<file path="src/rtl/tss_pkg.sv">
`timescale 1ns/1ps
package tss_pkg;
  localparam int WORD_W = 16;
  localparam int RES_W  = 10;
  localparam int STEP_W = 4;

  // touch control word fields
  localparam logic [WORD_W-1:0] T_MX_PWR = 16'h0001;
  localparam logic [WORD_W-1:0] T_PX_PWR = 16'h0002;
  localparam logic [WORD_W-1:0] T_PY_PWR = 16'h0008;
  localparam logic [WORD_W-1:0] T_MX_GND = 16'h0010;
  localparam logic [WORD_W-1:0] T_MY_GND = 16'h0040;
  localparam logic [WORD_W-1:0] T_PY_GND = 16'h0080;
  localparam logic [WORD_W-1:0] T_MODE_INT = 16'h0000;
  localparam logic [WORD_W-1:0] T_MODE_PRS = 16'h0100;
  localparam logic [WORD_W-1:0] T_MODE_POS = 16'h0200;
  localparam logic [WORD_W-1:0] T_BIAS     = 16'h0800;

  // converter control word fields
  localparam logic [WORD_W-1:0] A_ENA   = 16'h8000;
  localparam logic [WORD_W-1:0] A_START = 16'h0080;
  localparam logic [2:0] CH_PX = 3'd0;
  localparam logic [2:0] CH_PY = 3'd2;
  localparam int VALID_BIT = 15;

  typedef enum logic [1:0] {ACT_NEXT, ACT_DELAY, ACT_POLL, ACT_PEN} act_e;

  typedef enum logic [2:0] {
    S_IDLE, S_WRITE, S_DELAY, S_POLL, S_PENWAIT, S_EMIT, S_HOLD, S_REWAIT
  } state_e;

  typedef struct packed {
    logic              sel;
    logic [WORD_W-1:0] data;
    act_e              act;
    logic              use_press;
    logic [1:0]        slot;
  } step_t;

  typedef struct packed {
    logic             rel;
    logic [RES_W-1:0] x;
    logic [RES_W-1:0] y;
    logic [RES_W-1:0] p;
  } event_t;

  function automatic logic [WORD_W-1:0] adc_cfg(logic [2:0] ch, logic go, logic sync);
    adc_cfg = A_ENA | {11'd0, ch, 2'd0} | (go ? A_START : '0) | {15'd0, sync};
  endfunction

  function automatic step_t step_info(logic [STEP_W-1:0] s, logic sync);
    step_t r;
    logic [WORD_W-1:0] xplate, yplate;
    xplate = T_MX_GND | T_PX_PWR | T_BIAS;
    yplate = T_MY_GND | T_PY_PWR | T_BIAS;
    r = '{sel: 1'b0, data: '0, act: ACT_NEXT, use_press: 1'b0, slot: 2'd0};
    case (s)
      4'd0:  begin r.sel = 1'b1; r.data = A_ENA; end
      4'd1, 4'd2: r.data = xplate | T_MODE_PRS;
      4'd3:  begin r.data = xplate | T_MODE_POS; r.act = ACT_DELAY; end
      4'd4:  begin r.sel = 1'b1; r.data = adc_cfg(CH_PY, 1'b0, sync); end
      4'd5:  begin r.sel = 1'b1; r.data = adc_cfg(CH_PY, 1'b1, sync);
                   r.act = ACT_POLL; r.slot = 2'd0; end
      4'd6, 4'd7: r.data = yplate | T_MODE_PRS;
      4'd8:  begin r.data = yplate | T_MODE_POS; r.act = ACT_DELAY; end
      4'd9:  begin r.sel = 1'b1; r.data = adc_cfg(CH_PX, 1'b0, sync); end
      4'd10: begin r.sel = 1'b1; r.data = adc_cfg(CH_PX, 1'b1, sync);
                   r.act = ACT_POLL; r.slot = 2'd1; end
      4'd11: begin r.data = T_MX_PWR | T_PX_PWR | T_MY_GND | T_PY_GND | T_MODE_PRS | T_BIAS;
                   r.act = ACT_DELAY; r.use_press = 1'b1; end
      4'd12: begin r.sel = 1'b1; r.data = adc_cfg(CH_PY, 1'b0, sync); end
      4'd13: begin r.sel = 1'b1; r.data = adc_cfg(CH_PY, 1'b1, sync);
                   r.act = ACT_POLL; r.slot = 2'd2; end
      4'd14: begin r.sel = 1'b1; r.data = '0; end
      default: begin r.data = T_MX_PWR | T_PX_PWR | T_MY_GND | T_PY_GND | T_MODE_INT;
                     r.act = ACT_PEN; end
    endcase
    return r;
  endfunction
endpackage

</file>
<file path="src/rtl/tss_timer.sv">
`timescale 1ns/1ps
module tss_timer #(
  parameter int CNT_W = 32
) (
  input  logic             clk,
  input  logic             rst_n,
  input  logic             start,
  input  logic [CNT_W-1:0] load,
  output logic             busy
);
  logic [CNT_W-1:0] cnt;

  always_ff @(posedge clk) begin
    if (!rst_n)             cnt <= '0;
    else if (start)         cnt <= load;
    else if (cnt != '0)     cnt <= cnt - 1'b1;
  end

  assign busy = (cnt != '0);

  // a started non-zero wait is busy in the following cycle
  a_r4_timer_runs: assert property (@(posedge clk) disable iff (!rst_n)
    (start && load != '0) |=> busy);
endmodule

</file>
<file path="src/rtl/tss_result_bank.sv">
`timescale 1ns/1ps
module tss_result_bank #(
  parameter int N = 3,
  parameter int W = 10,
  localparam int IDX_W = (N > 1) ? $clog2(N) : 1
) (
  input  logic             clk,
  input  logic             rst_n,
  input  logic             wr_en,
  input  logic [IDX_W-1:0] wr_idx,
  input  logic [W-1:0]     wr_val,
  output logic [N*W-1:0]   rd_flat
);
  for (genvar g = 0; g < N; g++) begin : g_slot
    logic [W-1:0] val;
    always_ff @(posedge clk) begin
      if (!rst_n)                                     val <= '0;
      else if (wr_en && wr_idx == IDX_W'(g))          val <= wr_val;
    end
    assign rd_flat[g*W +: W] = val;
  end

  // results change only on a completed conversion
  a_r3_hold_result: assert property (@(posedge clk) disable iff (!rst_n)
    !wr_en |=> $stable(rd_flat));
endmodule

</file>
<file path="src/rtl/tss_event_port.sv">
`timescale 1ns/1ps
module tss_event_port #(
  parameter int W = 31
) (
  input  logic         clk,
  input  logic         rst_n,
  input  logic         in_valid,
  output logic         in_ready,
  input  logic [W-1:0] in_data,
  output logic         out_valid,
  input  logic         out_ready,
  output logic [W-1:0] out_data
);
  always_ff @(posedge clk) begin
    if (!rst_n) begin
      out_valid <= 1'b0;
      out_data  <= '0;
    end else if (in_valid && !out_valid) begin
      out_valid <= 1'b1;
      out_data  <= in_data;
    end else if (out_valid && out_ready) begin
      out_valid <= 1'b0;
    end
  end

  assign in_ready = !out_valid;

  // a refused event is held unchanged
  a_r8_event_hold: assert property (@(posedge clk) disable iff (!rst_n)
    (out_valid && !out_ready) |=> (out_valid && $stable(out_data)));
endmodule

</file>
<file path="src/rtl/touch_scan_seq.sv">
`timescale 1ns/1ps
module touch_scan_seq
  import tss_pkg::*;
#(
  parameter int CLK_PER_US  = 200,
  parameter int PEN_WAIT_US = 10000,
  parameter int ADC_SYNC    = 0,
  parameter int US_W        = 8,
  parameter int CNT_W       = 32
) (
  input  logic              clk,
  input  logic              rst_n,
  input  logic              wake_i,
  input  logic [US_W-1:0]   settle_us_i,
  input  logic [US_W-1:0]   press_us_i,
  input  logic [1:0]        pen_flags_i,
  input  logic [WORD_W-1:0] adc_word_i,
  output logic              rw_valid_o,
  input  logic              rw_ready_i,
  output logic              rw_sel_o,
  output logic [WORD_W-1:0] rw_data_o,
  output logic              armed_o,
  output logic              ev_valid_o,
  input  logic              ev_ready_i,
  output logic              ev_release_o,
  output logic [RES_W-1:0]  ev_x_o,
  output logic [RES_W-1:0]  ev_y_o,
  output logic [RES_W-1:0]  ev_p_o
);
  localparam logic [CNT_W-1:0] PEN_CYC = CNT_W'(PEN_WAIT_US * CLK_PER_US);
  localparam int EV_W = $bits(event_t);

  state_e            state;
  logic [STEP_W-1:0] step;
  logic              had_sample, rel_q;
  step_t             si;
  logic              wr_fire, leave_hold, tmr_start, tmr_busy;
  logic [CNT_W-1:0]  tmr_load, settle_cyc, press_cyc;
  logic              cap_en, push, push_ready;
  logic [3*RES_W-1:0] res_flat;
  event_t            push_ev, out_ev;

  assign si         = step_info(step, ADC_SYNC != 0);
  assign wr_fire    = (state == S_WRITE) && rw_ready_i;
  assign leave_hold = (state == S_HOLD) && !ev_valid_o;
  assign settle_cyc = CNT_W'(settle_us_i) * CNT_W'(CLK_PER_US);
  assign press_cyc  = CNT_W'(press_us_i) * CNT_W'(CLK_PER_US);

  always_comb begin
    tmr_start = 1'b0;
    tmr_load  = PEN_CYC;
    if (wr_fire && si.act == ACT_DELAY) begin
      tmr_start = 1'b1;
      tmr_load  = si.use_press ? press_cyc : settle_cyc;
    end else if (wr_fire && si.act == ACT_PEN) begin
      tmr_start = 1'b1;
    end else if (leave_hold && !rel_q) begin
      tmr_start = 1'b1;
    end
  end

  tss_timer #(.CNT_W(CNT_W)) u_timer (
    .clk(clk), .rst_n(rst_n), .start(tmr_start), .load(tmr_load), .busy(tmr_busy)
  );

  assign cap_en = (state == S_POLL) && adc_word_i[VALID_BIT];

  tss_result_bank #(.N(3), .W(RES_W)) u_bank (
    .clk(clk), .rst_n(rst_n), .wr_en(cap_en), .wr_idx(si.slot),
    .wr_val(adc_word_i[RES_W-1:0]), .rd_flat(res_flat)
  );

  assign push = (state == S_EMIT);
  always_comb begin
    if (rel_q) push_ev = '{rel: 1'b1, x: '0, y: '0, p: '0};
    else       push_ev = '{rel: 1'b0, x: res_flat[0 +: RES_W],
                           y: res_flat[RES_W +: RES_W], p: res_flat[2*RES_W +: RES_W]};
  end

  tss_event_port #(.W(EV_W)) u_evport (
    .clk(clk), .rst_n(rst_n), .in_valid(push), .in_ready(push_ready), .in_data(push_ev),
    .out_valid(ev_valid_o), .out_ready(ev_ready_i), .out_data(out_ev)
  );

  always_ff @(posedge clk) begin
    if (!rst_n) begin
      state      <= S_IDLE;
      step       <= '0;
      had_sample <= 1'b0;
      rel_q      <= 1'b0;
    end else begin
      case (state)
        S_IDLE: if (wake_i) begin
          step  <= '0;
          state <= S_WRITE;
        end
        S_WRITE: if (rw_ready_i) begin
          case (si.act)
            ACT_DELAY: state <= S_DELAY;
            ACT_POLL:  state <= S_POLL;
            ACT_PEN:   state <= S_PENWAIT;
            default:   step  <= step + 1'b1;
          endcase
        end
        S_DELAY: if (!tmr_busy) begin
          step  <= step + 1'b1;
          state <= S_WRITE;
        end
        S_POLL: if (adc_word_i[VALID_BIT]) begin
          step  <= step + 1'b1;
          state <= S_WRITE;
        end
        S_PENWAIT: if (!tmr_busy) begin
          if (|pen_flags_i) begin
            had_sample <= 1'b0;
            rel_q      <= 1'b1;
            state      <= had_sample ? S_EMIT : S_IDLE;
          end else begin
            had_sample <= 1'b1;
            rel_q      <= 1'b0;
            state      <= S_EMIT;
          end
        end
        S_EMIT: if (push_ready) state <= S_HOLD;
        S_HOLD: if (!ev_valid_o) state <= rel_q ? S_IDLE : S_REWAIT;
        S_REWAIT: if (!tmr_busy) begin
          step  <= '0;
          state <= S_WRITE;
        end
        default: state <= S_IDLE;
      endcase
    end
  end

  assign rw_valid_o   = (state == S_WRITE);
  assign rw_sel_o     = si.sel;
  assign rw_data_o    = si.data;
  assign armed_o      = (state == S_IDLE);
  assign ev_release_o = out_ev.rel;
  assign ev_x_o       = out_ev.x;
  assign ev_y_o       = out_ev.y;
  assign ev_p_o       = out_ev.p;

  // a refused register write is held unchanged
  a_r9_write_hold: assert property (@(posedge clk) disable iff (!rst_n)
    (rw_valid_o && !rw_ready_i) |=> (rw_valid_o && $stable(rw_data_o) && $stable(rw_sel_o)));

  // no register write while an event waits
  a_r8_no_write_on_event: assert property (@(posedge clk) disable iff (!rst_n)
    ev_valid_o |-> !rw_valid_o);

  // a wake while armed leaves the armed state
  a_r10_wake_starts: assert property (@(posedge clk) disable iff (!rst_n)
    (armed_o && wake_i) |=> !armed_o);

  // a release event carries zero coordinates
  a_r7_release_zero: assert property (@(posedge clk) disable iff (!rst_n)
    (ev_valid_o && ev_release_o) |-> (ev_x_o == '0 && ev_y_o == '0 && ev_p_o == '0));
endmodule

</file>
<file path="config.mk">
export PLATFORM = sky130hd
export DESIGN_NAME = touch_scan_seq
export DESIGN_NICKNAME = d
export VERILOG_FILES = /design/src/rtl/tss_pkg.sv /design/src/rtl/tss_timer.sv /design/src/rtl/tss_result_bank.sv /design/src/rtl/tss_event_port.sv /design/src/rtl/touch_scan_seq.sv
export SDC_FILE = /design/constraint.sdc
export NUM_CORES = 1
export LEC_CHECK = 0
export ABC_AREA = 1
export CORE_MARGIN = 10
export CORE_UTILIZATION = 58
export DETAILED_ROUTE_END_ITERATION = 7
export GPL_ROUTABILITY_DRIVEN = 0
export MAX_ROUTING_LAYER = met4
export PLACE_DENSITY = 0.82
export SKIP_CTS_REPAIR_TIMING = 1
export SLEW_MARGIN = 20
export SYNTH_ARGS = -nofsm -noshare
export SYNTH_HDL_FRONTEND = slang
export SYNTH_HIERARCHICAL = 1
export SYNTH_SLANG_ARGS = --single-unit
</file>
<file path="constraint.sdc">
create_clock -name clk -period 3.7 [get_ports clk]
set_input_delay 0.74 -clock clk [delete_from_list [all_inputs] [get_ports clk]]
set_output_delay 0.74 -clock clk [all_outputs]
set_load 0.02 [all_outputs]
</file>
Word-level counts from Yosys, hierarchy flattened
Index checks and enable logic that the tools add are counted.
{ "classes": {"add_sub_neg": 2, "mux": 36, "n_eq_ne": 37, "n_reduce_logical": 35, "bitwise_logic": 1, "n_mul": 2} }
{ "op_table": {"columns": ["op", "count"], "rows": [
  ["one-hot mux 16 bit (10 select lines)", 1],
  ["2-to-1 mux 32 bit", 2],
  ["nonzero test 32 bit", 1],
  ["subtractor 32 x 1 -> 32 bit, second input constant", 1],
  ["2-to-1 mux 31 bit", 1],
  ["2-to-1 mux 3 bit", 10],
  ["== test 4 bit, second input constant", 7],
  ["multiplier 8 x 5 -> 13 bit, second input constant", 2],
  ["2-to-1 mux 4 bit", 6],
  ["2-to-1 mux 21 bit", 1],
  ["one-hot mux 3 bit (7 select lines)", 1],
  ["one-hot mux 4 bit (5 select lines)", 1],
  ["!= test 2 bit, second input constant", 9],
  ["== test 4 x 3 -> 1 bit, second input constant", 4],
  ["2-to-1 mux 16 bit", 1],
  ["OR reduction 2 bit", 7],
  ["== test 3 bit, second input constant", 4],
  ["logical AND 1 bit", 11],
  ["2-to-1 mux 1 bit", 9],
  ["one-hot mux 3 bit (3 select lines)", 1],
  ["OR reduction 3 bit", 3],
  ["OR reduction 9 bit", 1],
  ["== test 4 x 2 -> 1 bit, second input constant", 2],
  ["AND reduction 8 bit", 1],
  ["20 further kinds", 26]
]} }
{ "totals": {"out_inout_bits": 51, "ff_bits": 103, "input_bits": 39} }

Logic depth before layout (Yosys ltp)
Gate-level depths: netlist of the first run.
{ "depth": {"ltp_word": 8, "mapped_depth": 17, "mapped_depth_nobuf": 17} }

Modules after synthesis
The synthesis of the first run kept the hierarchy.
{ "modules_own_cells": {"columns": ["module", "n_inst", "area_per_inst_um2", "cells_per_inst"], "rows": [
  ["touch_scan_seq", 1, 2952.8, 461],
  ["tss_timer", 1, 2243.4, 364],
  ["tss_event_port", 1, 1400.1, 207],
  ["tss_result_bank", 1, 1283.7, 196]
]} }

Worst setup path before layout of the first run
No wires, ideal clock.
{ "synth_path": {"path_type": "in2reg", "start": "input settle_us_i[3]", "end": "register u_timer.cnt[15]", "path_slack_ns": 0.419, "t_arrival_ns": 3.153, "path_stages": 15, "path_cell_list": "ha_1 > ha_1 > inv_1 > fa_1 > inv_1 > ha_1 > a21oi_1 > nand2_1 > nand4_1 > nand2_1 > or2_2 > nand3_1 > nand3_1 > o211ai_1 > nor2_1"} }
{ "synth_via": {"elab_chain_len": 4} }
{ "synth_lines": {"columns": ["element", "line", "source"], "rows": [
  ["start: declaration", "touch_scan_seq.sv:14", "input logic [US_W-1:0] settle_us_i,"],
  ["multiplier 8 x 5 -> 13 bit", "touch_scan_seq.sv:46", "assign settle_cyc = CNT_W'(settle_us_i) * CNT_W'(CLK_PER_US);"],
  ["2-to-1 mux 16 bit", "touch_scan_seq.sv:54", "tmr_load = si.use_press ? press_cyc : settle_cyc;"],
  ["2-to-1 mux 21 bit", "touch_scan_seq.sv:52", "if (wr_fire && si.act == ACT_DELAY) begin"],
  ["via tmr_load[15]", "touch_scan_seq.sv:38", "logic [CNT_W-1:0] tmr_load, settle_cyc, press_cyc;"],
  ["2-to-1 mux 32 bit", "tss_timer.sv:15", "else if (start) cnt <= load;"],
  ["end signal: assignment", "tss_timer.sv:15", null],
  ["end signal: assignment", "tss_timer.sv:16", "else if (cnt != '0) cnt <= cnt - 1'b1;"],
  ["end: declaration", "tss_timer.sv:11", "logic [CNT_W-1:0] cnt;"]
]} }
The timed path passes the listed nets, and every way through them passes these cells.
A chain may end at the register's enable or synchronous reset.

Final worst setup path of the first run
{ "layout_path": {"start": "input settle_us_i[4]", "end": "register u_timer.cnt[15]"} }
The elaborated chain is that of the path after synthesis.

==> results of run 1 <==
[synthesized netlist by cell type (11+ instances only)]
cell type and number:
buf_2 13, nand2_1 264, dfxtp_1 103, nand4_1 17, ha_1 62, nor2_2 13, buf_4 18, buf_6 11
inv_1 170, nor2_1 252, o21ai_0 25, clkbuf_1 16, nand3_1 94, a21oi_1 52
[cells in the final DEF, fill, tap and decap left out, drive strengths merged, types with 6 or more instances in the layout]
cell type,n
a21oi,53
buf,29
clkbuf,11
clkdlybuf4s50,75
conb,21
dfxtp,103
fa,6
ha,62
inv,184
nand2,279
nand3,106
nand4,18
nor2,275
o211ai,6
o21ai,33
xnor2,9
xor2,9
[worst min-delay path: stages, from the launching register on]
cell and delay [ps]:
dfxtp_1 330, a21oi_1 40, nor2_1 80
[power groups by stage]
stage / logic, mW / registers [mW] / clock network (mW)
after floorplan: 2.53 / 1.45 / 0
after global placement: 3.15 / 1.47 / 0
after detailed placement: 3.21 / 1.47 / 0
after CTS: 3.23 / 1.45 / 0.895
after global routing: 3.68 / 1.47 / 0.939
final: 3.27 / 1.45 / 0.878
[path summary, 6_finish.rpt]
kind	start	to	slack, ps	cells after the start
worst min register to register	u_bank/g_slot[0].val[8]	u_bank/g_slot[0].val[8]	480	2
worst max-delay path	settle_us_i[4]	u_timer/cnt[15]	200	16
worst min-delay path	u_bank/g_slot[0].val[8]	u_bank/g_slot[0].val[8]	480	2
worst max register to register	step[0]	u_timer/cnt[1]	860	12
[flip-flops by register name (all words and copies together) (netlist names)]
name	cells
u_timer/cnt	32
u_evport/out_data	31
u_bank/g_slot.val	30
step	4
state	3
had_sample	1
rel_q	1
u_evport/out_valid	1
[layout make-up]
class / instances / share of cell area (%)
clock inverters: 4 / 0.3305
repair buffers: 106 / 10.91
multi-input cells: 903 / 53.44
well taps: 176 / 2.424
inverters: 183 / 7.644
flip-flops and latches: 103 / 22.70
clock buffers: 11 / 2.562
[per-layer routing]
metal | vias up | wire [um] | share of wire, % | GRT usage [%]
li1 | 3942 | - | - | -
met1 | 3363 | 8045 | 43 | 24.32
met2 | 194 | 9468 | 50 | 36.11
met3 | 41 | 841 | 4.5 | 2.969
met4 | 0 | 403 | 2.1 | 6.509
met5 | - | 0 | 0 | -
[logic make-up after synthesis]
family / Yosys count / synth area share (%)
buffers and inverters: 242 / 13.73
other: 1 / 0.04759
multiplexers: 2 / 0.2541
XOR/XNOR: 18 / 2.001
flip-flops: 103 / 26.17
adder cells (fa/ha/maj): 68 / 11.37
AND/OR/NAND/NOR: 688 / 39.08
AO/OA/AOI/OAI: 106 / 7.352
==> results.md, run 1 <==
* Least-Margin Pin Slew at 723.9 ps
* H-tree levels at 3
* Placed Cells at 1471
* Crit path capture type: flip-flop
* Worst path most repeated cell: ha_1
* DRT Pass-1 Iters at 6
* Die Y at 136.6 um
* First-pass GRT wire length at 31650 um
* Register area at 2062 sq um
* Final setup violation count at 0
* Number of I/O port buffers at 78
* Post-Place Cell Area at 8781 sq um
* Final Critical Period at 3495 ps
* Pins Over Slew Limit at 0
* CP Data Arrival Time at 3710 ps
* Inserted Diodes at 0
* Antenna Violating Nets Remaining at 0
* Synth-to-Final Area Change at 15.29%
* Distinct cells, synth at 48
* Top cell type by total area after synthesis: dfxtp_1
* CP Cell Sequence: clkdlybuf4s50_1 -> ha_1 -> ha_1 -> inv_1 -> fa_1 -> inv_1 -> ha_1 -> a21oi_2 -> nand2_1 -> nand4_1 -> nand2_1 -> or2_2 -> nand3_1 -> nand3_1 -> o211ai_1 -> nor2_1
* # fillers at 1178
* Die Span X at 136.6 um
* CTS sink count at 103
* Antenna violations before repair at 0
* GRT Total Usage at 20.82%
* Switch share at 47.18%
* Setup tns final at 0 ps
* EDFF count, synth at 0
* FMAX at 286.1 MHz
* Peak VDD IR at 0.3801 mV
* Place WS at -254.0 ps
* Non-Filler Instances at 1486
* Multi-input gate area at 4855 sq um
* Net Switching at 2.643 mW
* Clock buffer depth at 2
* Startpoint Class: primary input
* Clk_skew at 8.151 ps
* Vias per cell at 5.074
* Sequential power share at 25.9%
* CP Max Fanout at 3
* PwrDens at 616.7 nW/um^2
* Classification of the worst-slack hold path: flip-flop to flip-flop
* Core Area at 13300 sq um
* Synthesized instance count at 1228
* Global route overflow at 0
* Pleak at 4.391 nW
* CTS tree: done
* DR iter-0 viols at 546
* Clock power frac at 15.7%
* CTS root buffer: clkbuf_16
* Ranking of synthesized cells by area: dfxtp_1 (26%), nand2_1 (13%), nor2_1 (12%), ha_1 (9.8%), inv_1 (8.1%)
* Final Hold Violating Endpoints at 0
* Layout cells sized above 1 at 8.855%
* Initial Util at 59.27%
* Post-route setup slack at 204.6 ps
* Via Count at 7540
* DP HPWL at 14160 um
* Slew HR at 51.62%
* Worst-path clk slew at 70 ps
* Number of I/O pins at 90
* Clk_lat worst skew at 340 ps
* Yosys top cell area share at 26.17%
* Crit path max-delay cell type: fa_1
* Main synth FF type: dfxtp_1
* FF+latch count, synth at 103
* Fin area at 9085 sq um
* Fin crit share at 94.47%
* WP data required at 3920 ps
* Post-synthesis sequential area ratio at 26.17%
* Vias in the first global route at 6973
* Status: complete, no violations
* Gate power share at 58.4%
* Final #Nets at 1413
* WL per Instance at 12.62 um
* Critical path's top delay family: adder cells
* MaxCap Viol Count at 0
* Final Power at 5.603 mW
* Int Power at 2.959 mW
* Largest net degree at the start of global routing at 35
* Drt drc at 0
* Synth Warn # at 6
* Site Rows at 42
* Buffers & Inverters on Critical Path at 3
* Crit Path Class: primary input to flip-flop
* Share of flip-flops with an asynchronous set or reset at 0%
* Syn avg cell area at 6.417 sq um
* Worst hold slack at 482.1 ps
* Synthesized area at 7880 sq um
* CTS buffer count at 9
* Die area at 18650 sq um
* CP peak stage delay at 500 ps
* Layout Utilization at 68.33%
* Total length of routed wires at 18760 um
Note: power is estimated with default switching activity, not from simulation.
==> run 2, diff against run 1 <==
- CTS_CLUSTER_DIAMETER: default -> 200
==> results of run 2 <==
The final DEF is identical to that of run 1; final timing and power are the same.
